==> config.mk <==
export PLATFORM = sky130hd
export DESIGN_NAME = tw_eeprom_dev
export DESIGN_NICKNAME = d
export VERILOG_FILES = /design/src/rtl/tw_eeprom_pkg.sv /design/src/rtl/tw_pin_sync.sv /design/src/rtl/tw_prog_timer.sv /design/src/rtl/tw_word_array.sv /design/src/rtl/tw_cmd_front.sv /design/src/rtl/tw_eeprom_dev.sv
export SDC_FILE = /design/constraint.sdc
export NUM_CORES = 2
export LEC_CHECK = 0
export BUFFER_PORTS_ARGS = -buffer_cell sky130_fd_sc_hd__buf_2
export CAP_MARGIN = 10
export CORE_MARGIN = 5
export CORE_UTILIZATION = 35
export CTS_CLUSTER_SIZE = 28
export DETAILED_ROUTE_END_ITERATION = 10
export MAX_ROUTING_LAYER = met4
export PLACE_DENSITY_LB_ADDON = 0.1
export RECOVER_POWER = 25
export SYNTH_ARGS = -nofsm -noshare
export SYNTH_HDL_FRONTEND = slang
export SYNTH_SLANG_ARGS = --single-unit
==> constraint.sdc <==
create_clock -name clk -period 4.4 [get_ports clk]
set_input_delay 0.88 -clock clk [delete_from_list [all_inputs] [get_ports clk]]
set_output_delay 0.88 -clock clk [all_outputs]
set_load 0.005 [all_outputs]
==> src/rtl/tw_eeprom_pkg.sv <==
package tw_eeprom_pkg;

  typedef enum logic [1:0] {
    OP_SPECIAL = 2'b00,
    OP_WRITE   = 2'b01,
    OP_READ    = 2'b10,
    OP_ERASE   = 2'b11
  } op_e;

  typedef enum logic [1:0] {
    SP_LOCK    = 2'b00,
    SP_FILLALL = 2'b01,
    SP_WIPEALL = 2'b10,
    SP_UNLOCK  = 2'b11
  } sp_e;

  typedef enum logic [1:0] {
    PK_WORD_WR = 2'b00,
    PK_WORD_ER = 2'b01,
    PK_ALL_WR  = 2'b10,
    PK_ALL_ER  = 2'b11
  } prog_e;

  typedef enum logic [2:0] {
    FS_IDLE, FS_OPC, FS_ADR, FS_DAT, FS_RD, FS_DONE
  } fstate_e;

  // whole-array kinds touch every word
  function automatic logic hits_all(input prog_e k);
    return (k == PK_ALL_WR) || (k == PK_ALL_ER);
  endfunction

  // erase kinds store all ones instead of the shifted data
  function automatic logic fills_ones(input prog_e k);
    return (k == PK_WORD_ER) || (k == PK_ALL_ER);
  endfunction

  function automatic sp_e special_sel(input logic [1:0] top2);
    return sp_e'(top2);
  endfunction

endpackage

==> src/rtl/tw_pin_sync.sv <==
module tw_pin_sync #(
  parameter int N      = 3,
  parameter int STAGES = 2
) (
  input  logic         clk,
  input  logic         rst,
  input  logic [N-1:0] din,
  output logic [N-1:0] lvl
);
  for (genvar i = 0; i < N; i++) begin : g_pin
    logic [STAGES-1:0] pipe;
    always_ff @(posedge clk) begin
      if (rst) pipe <= '0;
      else     pipe <= {pipe[STAGES-2:0], din[i]};
    end
    assign lvl[i] = pipe[STAGES-1];
  end
endmodule

==> src/rtl/tw_prog_timer.sv <==
module tw_prog_timer #(
  parameter int CYCLES = 200
) (
  input  logic clk,
  input  logic rst,
  input  logic start,
  output logic busy,
  output logic done
);
  localparam int CW = $clog2(CYCLES + 1);
  logic [CW-1:0] cnt;

  always_ff @(posedge clk) begin
    if (rst)                       cnt <= '0;
    else if (start && cnt == '0)   cnt <= CW'(CYCLES);
    else if (cnt != '0)            cnt <= cnt - 1'b1;
  end

  assign busy = (cnt != '0);
  assign done = (cnt == CW'(1));
endmodule

==> src/rtl/tw_word_array.sv <==
module tw_word_array
  import tw_eeprom_pkg::*;
#(
  parameter int DATA_W = 16,
  parameter int ADDR_W = 6
) (
  input  logic              clk,
  input  logic              rst,
  input  logic              commit,
  input  prog_e             kind,
  input  logic [ADDR_W-1:0] waddr,
  input  logic [DATA_W-1:0] wdata,
  input  logic [ADDR_W-1:0] raddr,
  output logic [DATA_W-1:0] rdata
);
  localparam int DEPTH = 1 << ADDR_W;

  logic [DATA_W-1:0] mem [DEPTH];
  logic [DATA_W-1:0] new_word;

  assign new_word = fills_ones(kind) ? '1 : wdata;

  for (genvar w = 0; w < DEPTH; w++) begin : g_word
    logic hit;
    assign hit = commit && (hits_all(kind) || waddr == ADDR_W'(w));
    always_ff @(posedge clk) begin
      if (rst)      mem[w] <= '1;
      else if (hit) mem[w] <= new_word;
    end
  end

  assign rdata = mem[raddr];
endmodule

==> src/rtl/tw_cmd_front.sv <==
module tw_cmd_front
  import tw_eeprom_pkg::*;
#(
  parameter int DATA_W = 16,
  parameter int ADDR_W = 6
) (
  input  logic              clk,
  input  logic              rst,
  input  logic              cs_lvl,
  input  logic              cs_rise,
  input  logic              sk_rise,
  input  logic              di_lvl,
  input  logic              busy,
  input  logic              wen,
  input  logic [DATA_W-1:0] rd_word,
  output logic [ADDR_W-1:0] addr_o,
  output logic [DATA_W-1:0] data_o,
  output prog_e             kind_o,
  output logic              ev_prog,
  output logic              ev_unlock,
  output logic              ev_lock,
  output logic              rd_active,
  output logic              rd_bit
);
  localparam int MAXN = (DATA_W > ADDR_W) ? DATA_W : ADDR_W;
  localparam int CW   = $clog2(MAXN + 1);

  fstate_e           state;
  logic [1:0]        op_q;
  logic [CW-1:0]     cnt;
  logic [ADDR_W-1:0] addr_q;
  logic [DATA_W-1:0] data_q;
  prog_e             kind_q;
  logic [ADDR_W-1:0] addr_shift;
  logic              sk_take;

  assign addr_shift = {addr_q[ADDR_W-2:0], di_lvl};
  assign sk_take    = sk_rise && cs_lvl && !cs_rise && !busy;

  always_ff @(posedge clk) begin
    if (rst) begin
      state     <= FS_IDLE;
      op_q      <= '0;
      cnt       <= '0;
      addr_q    <= '0;
      data_q    <= '0;
      kind_q    <= PK_WORD_WR;
      rd_bit    <= 1'b0;
      ev_prog   <= 1'b0;
      ev_unlock <= 1'b0;
      ev_lock   <= 1'b0;
    end else begin
      ev_prog   <= 1'b0;
      ev_unlock <= 1'b0;
      ev_lock   <= 1'b0;
      if (!cs_lvl || cs_rise) begin
        state <= FS_IDLE;
      end else if (sk_take) begin
        case (state)
          FS_IDLE: if (di_lvl) begin
            state <= FS_OPC;
            cnt   <= '0;
          end
          FS_OPC: begin
            op_q <= {op_q[0], di_lvl};
            if (cnt == CW'(1)) begin
              state <= FS_ADR;
              cnt   <= '0;
            end else cnt <= cnt + 1'b1;
          end
          FS_ADR: begin
            addr_q <= addr_shift;
            if (cnt == CW'(ADDR_W - 1)) begin
              cnt   <= '0;
              state <= FS_DONE;
              case (op_q)
                OP_READ: begin
                  state  <= FS_RD;
                  cnt    <= CW'(DATA_W);
                  rd_bit <= 1'b0;
                end
                OP_WRITE: begin
                  kind_q <= PK_WORD_WR;
                  if (wen) state <= FS_DAT;
                end
                OP_ERASE: begin
                  kind_q  <= PK_WORD_ER;
                  ev_prog <= wen;
                end
                default: begin
                  case (special_sel(addr_shift[ADDR_W-1 -: 2]))
                    SP_UNLOCK: ev_unlock <= 1'b1;
                    SP_LOCK:   ev_lock   <= 1'b1;
                    SP_WIPEALL: begin
                      kind_q  <= PK_ALL_ER;
                      ev_prog <= wen;
                    end
                    default: begin
                      kind_q <= PK_ALL_WR;
                      if (wen) state <= FS_DAT;
                    end
                  endcase
                end
              endcase
            end else cnt <= cnt + 1'b1;
          end
          FS_DAT: begin
            data_q <= {data_q[DATA_W-2:0], di_lvl};
            if (cnt == CW'(DATA_W - 1)) begin
              ev_prog <= 1'b1;
              state   <= FS_DONE;
            end else cnt <= cnt + 1'b1;
          end
          FS_RD: begin
            if (cnt == '0) state <= FS_DONE;
            else begin
              rd_bit <= rd_word[cnt - CW'(1)];
              cnt    <= cnt - 1'b1;
            end
          end
          default: ;
        endcase
      end
    end
  end

  assign rd_active = (state == FS_RD);
  assign addr_o    = addr_q;
  assign data_o    = data_q;
  assign kind_o    = kind_q;
endmodule

==> src/rtl/tw_eeprom_dev.sv <==
module tw_eeprom_dev
  import tw_eeprom_pkg::*;
#(
  parameter int DATA_W      = 16,
  parameter int ADDR_W      = 6,
  parameter int PROG_CYCLES = 200
) (
  input  logic clk,
  input  logic rst,
  input  logic cs,
  input  logic sk,
  input  logic di,
  output logic dout,
  output logic dout_oe
);
  logic [2:0]        lvl;
  logic              cs_lvl, sk_lvl, di_lvl;
  logic              cs_d, sk_d, cs_rise, sk_rise;
  logic              busy, done;
  logic              ev_prog, ev_unlock, ev_lock;
  logic              rd_active, rd_bit;
  logic              wen_q, armed, status_on;
  logic [ADDR_W-1:0] addr;
  logic [DATA_W-1:0] data, rd_word;
  prog_e             kind;

  tw_pin_sync #(.N(3), .STAGES(2)) u_sync (
    .clk(clk), .rst(rst), .din({cs, sk, di}), .lvl(lvl)
  );
  assign cs_lvl = lvl[2];
  assign sk_lvl = lvl[1];
  assign di_lvl = lvl[0];

  always_ff @(posedge clk) begin
    if (rst) begin
      cs_d <= 1'b0;
      sk_d <= 1'b0;
    end else begin
      cs_d <= cs_lvl;
      sk_d <= sk_lvl;
    end
  end
  assign cs_rise = cs_lvl && !cs_d;
  assign sk_rise = sk_lvl && !sk_d;

  tw_cmd_front #(.DATA_W(DATA_W), .ADDR_W(ADDR_W)) u_front (
    .clk(clk), .rst(rst), .cs_lvl(cs_lvl), .cs_rise(cs_rise),
    .sk_rise(sk_rise), .di_lvl(di_lvl), .busy(busy), .wen(wen_q),
    .rd_word(rd_word), .addr_o(addr), .data_o(data), .kind_o(kind),
    .ev_prog(ev_prog), .ev_unlock(ev_unlock), .ev_lock(ev_lock),
    .rd_active(rd_active), .rd_bit(rd_bit)
  );

  tw_prog_timer #(.CYCLES(PROG_CYCLES)) u_timer (
    .clk(clk), .rst(rst), .start(ev_prog), .busy(busy), .done(done)
  );

  tw_word_array #(.DATA_W(DATA_W), .ADDR_W(ADDR_W)) u_array (
    .clk(clk), .rst(rst), .commit(done), .kind(kind), .waddr(addr),
    .wdata(data), .raddr(addr), .rdata(rd_word)
  );

  always_ff @(posedge clk) begin
    if (rst) begin
      wen_q     <= 1'b0;
      armed     <= 1'b0;
      status_on <= 1'b0;
    end else begin
      if (ev_unlock)    wen_q <= 1'b1;
      else if (ev_lock) wen_q <= 1'b0;

      if (ev_prog)      armed <= 1'b1;
      else if (cs_rise) armed <= 1'b0;

      if (!cs_lvl)                        status_on <= 1'b0;
      else if (cs_rise && armed && busy)  status_on <= 1'b1;
    end
  end

  assign dout_oe = rd_active || status_on;
  assign dout    = status_on ? !busy : (rd_active && rd_bit);
endmodule

After elaboration in Yosys (flattened, before gate mapping)

Memory sizes are Yosys's and may differ from the RTL's. A register that Yosys moved wholly into a read port is not among the register bits.
Cells that the tools add are included.
W data, S select, Z words.

RAM bits: 1024
Memories: 1
Memory bits (read-only): 0
Bits in latches: 0
Register bits: 57
Input bits: 5

Memories:

| name        | depth | bits a word | rd ports | clocked after Yosys merged registers in | write ports | line                | source |
|---|---|---|---|---|---|---|---|
| u_array.mem | 64    | 16          | 1        | 1                                       | 64          | tw_word_array.sv:18 | `logic [DATA_W-1:0] mem [DEPTH];` |

Equal/unequal tests: 88
Multiply operators: 0
Reductions and logical operators: 172
Div/mod/pow operators: 0
Bitwise logic cells: 70
$add $sub $neg: 3
Shift operators: 0
Mux-type cells: 299
$lt $le $gt $ge: 1

Operator list:

| cell                 | number |
|---|---|
| $mux W16             | 65 |
| $mux W1              | 208 |
| $eq A6 B6 Y1 const B | 32 |
| $eq A6 B5 Y1 const B | 16 |
| $logic_and A1 B1 Y1  | 73 |
| $logic_or A1 B1 Y1   | 68 |
| $or A1 B1 Y1         | 64 |
| $eq A6 B4 Y1 const B | 8 |
| $mux W5              | 6 |
| $pmux W5 S5          | 1 |
| $eq A6 B3 Y1 const B | 4 |
| $mux W3              | 7 |
| $reduce_and A6 Y1    | 3 |
| $mux W8              | 2 |
| $pmux W3 S5          | 1 |
| $eq A2 B2 Y1 const B | 6 |
| $eq A6 B2 Y1 const B | 2 |
| $mux W6              | 2 |
| $reduce_or A2 Y1     | 5 |
| $pmux W3 S3          | 1 |
| $reduce_and A3 Y1    | 3 |
| $eq A8 B1 Y1 const B | 1 |
| $logic_not A8 Y1     | 1 |
| $ne A2 B1 Y1 const B | 4 |
| 30 further kinds     | 50 |

Depth between registers and ports, before layout

Depth in word-level cells: 8
Depth in mapped cells: 13
Mapped depth without buffers: 10

Modules after synthesis

A second synthesis with hierarchy kept.

Cells, all modules: 3472
Area, all modules: 48521.5 um^2

Modules (own cells, without submodules):

| module        | area each (um^2) | times used | cells each |
|---|---|---|---|
| tw_word_array | 45532.4          | 1          | 3154 |
| tw_cmd_front  | 2160.8           | 1          | 231 |
| tw_prog_timer | 456.7            | 1          | 51 |
| tw_eeprom_dev | 191.4            | 1          | 21 |
| tw_pin_sync   | 180.2            | 1          | 15 |

Least setup slack after synthesis

No wires, ideal clock.

Path kind: input-to-reg
Start point: input rst
End point: memory u_array.mem[27][12] (data pin)
Cell stages on the path: 7
Path buffers: 4
Library setup time: 0.273 ns
Setup slack: 1.845 ns
Data arrival time: 2.282 ns
Path through: clkbuf_1 or2_1 clkbuf_1 clkbuf_1 nor2_1 clkbuf_1 nand2_1

RTL lines:

| item               | line                | source |
|---|---|---|
| start: declaration | tw_eeprom_dev.sv:9  | `input logic rst,` |
| end: declaration   | tw_word_array.sv:18 |  |

Final worst setup path

Start point: register u_timer.cnt[5]
End point: register u_front.addr_q[5] (netlist: u_front.addr_o[5])

Cells in the longest elaborated chain, start to end: 4

Ends and longest elaborated chain:

| item                               | line                | source |
|---|---|---|
| start: declaration                 | tw_prog_timer.sv:11 | `logic [CW-1:0] cnt;` |
| start signal: assignment           | tw_prog_timer.sv:15 | `else if (start && cnt == '0) cnt <= CW'(CYCLES);` |
| start signal: assignment           | tw_prog_timer.sv:16 | `else if (cnt != '0) cnt <= cnt - 1'b1;` |
| $reduce_bool A8 Y1                 | tw_prog_timer.sv:19 | `assign busy = (cnt != '0);` |
| $logic_not A1 Y1                   | tw_cmd_front.sv:38  | `assign sk_take = sk_rise && cs_lvl && !cs_rise && !busy;` |
| $logic_and A1 B1 Y1                | tw_cmd_front.sv:38  |  |
| $reduce_and A3 Y1 (no source line) | n/a                 |  |
| end signal: assignment             | tw_cmd_front.sv:72  | `addr_q <= addr_shift;` |
| end: declaration                   | tw_cmd_front.sv:31  | `logic [ADDR_W-1:0] addr_q;` |

Every way passes these cells.
A chain may end at the register's enable or synchronous reset.

==> impl_results.rst <==
.. list-table::
   :header-rows: 1

   * - Metric
     - Value
   * - Total Die Area
     - 144,600 um2
   * - Root buffer cell
     - sky130_fd_sc_hd__clkbuf_16
   * - Cell total after placement
     - approximately 5,200
   * - Weighted congestion reported at the end of routability-driven placement
     - 0.9314
   * - Status
     - complete, but fails checks
   * - Post-route core utilization
     - ~40%
   * - Footprint of the flip-flops and latches
     - ~32,000 um2
   * - Number of cells on the worst reg-to-reg path
     - 6
   * - Worst path setup slack after routing
     - between 0.5 and 0.6 ns
   * - Setup Skew
     - between 0.02 and 0.03 ns
   * - Vias in the first global route
     - 30,080
   * - Design internal power
     - about 0.017 W
   * - TritonCTS clock tree
     - built
   * - Worst IR Drop VDD
     - about 0.00035 V
   * - Number of enable-type register cells in the synthesized netlist
     - just over 1,000
   * - Post-Synth XOR/XNOR Area
     - less than 1%
   * - Total global routing track utilization
     - 22.56%
   * - Proportion of layout cells with a drive suffix above 1
     - between 10% and 20%
   * - Worst Setup SP
     - u_timer.cnt[5]$_SDFFE_PP0P_
   * - Number of slew-limit violations in the final report
     - 35
   * - Number of antenna violations at the first check in global routing
     - 4
   * - Gate Count Post-Synth
     - 3,515
   * - Final Instance Area
     - roughly 55,000 um2
   * - Sink Count
     - between 1,000 and 1,500
   * - Count of input and output buffers
     - 6
   * - Main combinational cell family by area after synthesis
     - multiplexers
   * - Filler-free cell count of the finished design
     - about 5,400
   * - Seq pwr share
     - a little over 50%
   * - Simple-gate share of the synthesized area
     - between 10 and 15%
   * - Signal arrival time at the worst endpoint
     - approximately 4.5 ns
   * - Crit Path Category
     - flip-flop to flip-flop
   * - Final-layout setup total negative slack
     - 0 ns
   * - Die Ht
     - between 300 and 400 um
   * - Leakage power
     - ~13 nW
   * - First-pass DRT Iterations
     - 5
   * - Hold WC Path Type
     - input pin to flip-flop
   * - Drt drc
     - 0
   * - Kind of start point of the critical path
     - flip-flop
   * - Number of cell rows
     - roughly 140
   * - N_diodes
     - 0
   * - Net load switching power
     - about 0.0048 W
   * - Clock buffer depth
     - 3
   * - #FFs+latches synth
     - 1,087
   * - Failing checks
     - capacitance limit, slew limit
   * - Placed cell areas
     - 50,910 um2
   * - Fmax
     - about 0.26 GHz
   * - Hold worst-path end
     - u_sync.g_pin[0].pipe[0]$_SDFF_PP0_
   * - Core box area
     - approximately 140,000 um2
   * - Unrepaired setup endpoints after global routing
     - no
   * - Starting utilization of the core area
     - 35.34%
   * - Ratio of final minimum period to clock period
     - 87.25%
   * - Multiplexer share of the synthesized area
     - between 10% and 20%
   * - Count of vias placed by the detailed router
     - 30,350
   * - P per Cell Area
     - a little over 400 nW/um2
   * - Clk_lat worst skew
     - approximately 0.74 ns
   * - Top-Level Pins
     - 7
   * - Warning count from the yosys run
     - 0
   * - Hold violation count in the final report
     - 0
   * - Category of the worst setup path capture point
     - flip-flop
   * - Buffers inserted by post-CTS timing repair
     - 0
   * - Vias per cell
     - around 5.6
   * - Detailed Route WL
     - roughly 160 mm
   * - Top flip-flop cell by instance count after synthesis
     - sky130_fd_sc_hd__edfxtp_1
   * - Post-synth net total
     - 3,532
   * - Required time of the critical path
     - approximately 5 ns
   * - Worst Hold Path Cells
     - 2
   * - Footprint of the multi-input gates
     - 14,720 um2
   * - Fraction of registers with async set/reset
     - 0%
   * - Netlist area before placement
     - 48,000 um2
   * - Adder-Cell Fraction of Synth Area
     - less than 1%
   * - Reg-to-reg endpoint
     - u_front.addr_o[5]$_SDFFE_PP0P_
   * - Crit path max fanout
     - 13
   * - Pin count of the biggest net entering global routing
     - 91
   * - Number of hold-repair buffers added at the cts stage
     - 0
   * - Total global routing overflow
     - 0
   * - TritonCTS buffer count
     - 119
   * - Share of synthesized area occupied by flip-flops and latches
     - 66.69%
   * - Post-placement worst setup slack
     - approximately 0.85 ns
   * - Startpoint of the most critical hold path
     - di
   * - Post-synthesis compound-gate area fraction
     - around 4.6%
   * - Die Span X
     - approximately 380 um
   * - Iteration-0 DRC count of the detailed router
     - roughly 3,600
   * - Post-DRT Antenna Nets
     - 0
   * - Routed wirelength normalized by instance count
     - around 30 um
   * - Average cell area after synthesis
     - roughly 14 um2
   * - Resized Gates After CTS
     - 0
   * - Relative slew slack
     - -15.57%
   * - Syn-to-layout area delta
     - 13.67%
   * - Worst reg-to-reg setup slack
     - 0.56 ns
   * - Layout filler cell count
     - ~13,000
   * - Slew at the pin with the worst max-slew slack
     - 1.720 ns
   * - Half-perimeter wire length of the detailed placement result
     - roughly 100 mm
   * - Unique masters post-synth
     - 72
   * - Reg clk slew, reported paths
     - about 0.06 ns
   * - Max_cap viols
     - 2
   * - Final setup fails
     - 0
   * - Combinational share of power
     - approximately 3.7%
   * - Switching share of power
     - 21.86%
   * - H-tree levels
     - 3
   * - Global-route wire length before repair
     - 228.4 mm
   * - Share of power burned in the clock network
     - between 40% and 50%
   * - Minimum period implied by the final worst setup slack
     - roughly 3.8 ns
   * - Final net count
     - between 3,000 and 4,000
   * - RR Startpoint
     - u_timer.cnt[5]$_SDFFE_PP0P_
Yosys cell counts, types with 16 or more instances:
cell type                  count  share of area (%)
sky130_fd_sc_hd__a21oi_1     108                1.1
sky130_fd_sc_hd__nor2b_1      21               0.27
sky130_fd_sc_hd__a22oi_1      25               0.39
sky130_fd_sc_hd__nor3_1       20               0.21
sky130_fd_sc_hd__edfxtp_1   1024                 64
sky130_fd_sc_hd__dfxtp_1      63                2.6
sky130_fd_sc_hd__mux2i_1     116                2.4
sky130_fd_sc_hd__nor2_1      160                1.3
sky130_fd_sc_hd__o221ai_1     19               0.35
sky130_fd_sc_hd__buf_1        16               0.13
sky130_fd_sc_hd__buf_2        29               0.30
sky130_fd_sc_hd__o21bai_1     66                1.0
sky130_fd_sc_hd__o21ai_0      16               0.17
sky130_fd_sc_hd__clkbuf_1    233                1.8
sky130_fd_sc_hd__buf_6        17               0.40
sky130_fd_sc_hd__nand2_1    1105                8.6
sky130_fd_sc_hd__mux4_2      230                 11
worst max path at each step:
stage,endpoint,cells after the start,slack [ns]
after floorplan,u_array.mem[27][12]$_SDFFCE_PN1P_,7,1.84
after global placement,u_front.rd_bit$_SDFFE_PP0P_,9,0.72
after detailed placement,u_front.rd_bit$_SDFFE_PP0P_,9,0.85
after CTS,u_front.rd_bit$_SDFFE_PP0P_,9,0.82
after global routing,u_array.mem[43][11]$_SDFFCE_PN1P_,7,0.34
final,u_front.addr_o[5]$_SDFFE_PP0P_,6,0.56
sequential cells by signal, summed over array words and instances, names as in the netlist, 2 cells and up, named ones only:
signal / cells
u_front.cnt: 5
u_front.kind_o: 2
u_sync.g_pin.pipe: 6
u_front.data_o: 16
u_front.op_q: 2
u_front.state: 3
u_front.addr_o: 6
u_timer.cnt: 8
u_array.mem: 1024
layout by cell type (no fill, tap or decap), types with 19 or more instances in the layout:
cell type and instances:
sky130_fd_sc_hd__clkinv_2 27, sky130_fd_sc_hd__nand2_1 1105, sky130_fd_sc_hd__o21bai_2 29, sky130_fd_sc_hd__buf_4 176, sky130_fd_sc_hd__clkbuf_16 127, sky130_fd_sc_hd__a22oi_1 25
sky130_fd_sc_hd__nor2b_1 21, sky130_fd_sc_hd__nor2_1 143, sky130_fd_sc_hd__edfxtp_1 1024, sky130_fd_sc_hd__clkinv_1 28, sky130_fd_sc_hd__o21bai_1 37, sky130_fd_sc_hd__mux4_2 230
sky130_fd_sc_hd__nor3_1 19, sky130_fd_sc_hd__clkbuf_1 62, sky130_fd_sc_hd__o221ai_1 19, sky130_fd_sc_hd__mux2i_1 116, sky130_fd_sc_hd__a21oi_1 108, sky130_fd_sc_hd__dfxtp_1 58
critical path, stage by stage (launching register included):
cell,delay (ns)
sky130_fd_sc_hd__dfxtp_1,0.33
sky130_fd_sc_hd__nor4_1,0.58
sky130_fd_sc_hd__and4bb_1,0.58
sky130_fd_sc_hd__nand2_1,0.34
sky130_fd_sc_hd__nor3_1,1.41
sky130_fd_sc_hd__mux2i_1,0.20
sky130_fd_sc_hd__nor2_1,0.29
stage by stage:
stage               power (W)  hold slack [ns]
floorplan             0.01205           0.4130
global placement      0.01241           0.4216
detailed placement    0.01243           0.4247
CTS                   0.02226           0.3227
global route          0.02269           0.3639
finish                0.02202           0.3726
layout make-up:
type,instances,share of cell area [%]
sequential,1087,58.69
multi-input combinational,2101,26.97
clock buffer,158,6.093
tap,1781,4.084
timing repair buffer,227,3.114
clock inverter,68,0.9265
inverter,17,0.1170
metal layers:
layer  track usage (%)  up-vias  part of all wire [%]
li1                  -    12960                     -
met2             35.00     1249                    47
met5                 -        -                     0
met4             6.046        0                   2.6
met3             3.435      224                   7.2
met1             31.25    15920                    43
logic make-up after synthesis:
kind of cell,count (synthesis)
adders and majority gates,12
xor gates and xnor gates,7
muxes,361
AOI/OAI and AO/OA,330
and+or+nand+nor,1391
buffers and inverters,327
DFF,1087
power by group through the flow:
| stage | registers, W | logic [W] | clock network (W) |
|---|---|---|---|
| 2_1_floorplan | 0.0116 | 0.000466 | 0 |
| 3_3_place_gp | 0.0116 | 0.000825 | 0 |
| 3_5_place_dp | 0.0116 | 0.000845 | 0 |
| 4_1_cts | 0.0114 | 0.000848 | 0.0100 |
| 5_1_grt | 0.0114 | 0.000867 | 0.0105 |
| 6_report | 0.0114 | 0.000806 | 0.00984 |
No activity file was read; power rests on OpenSTA's default activity.
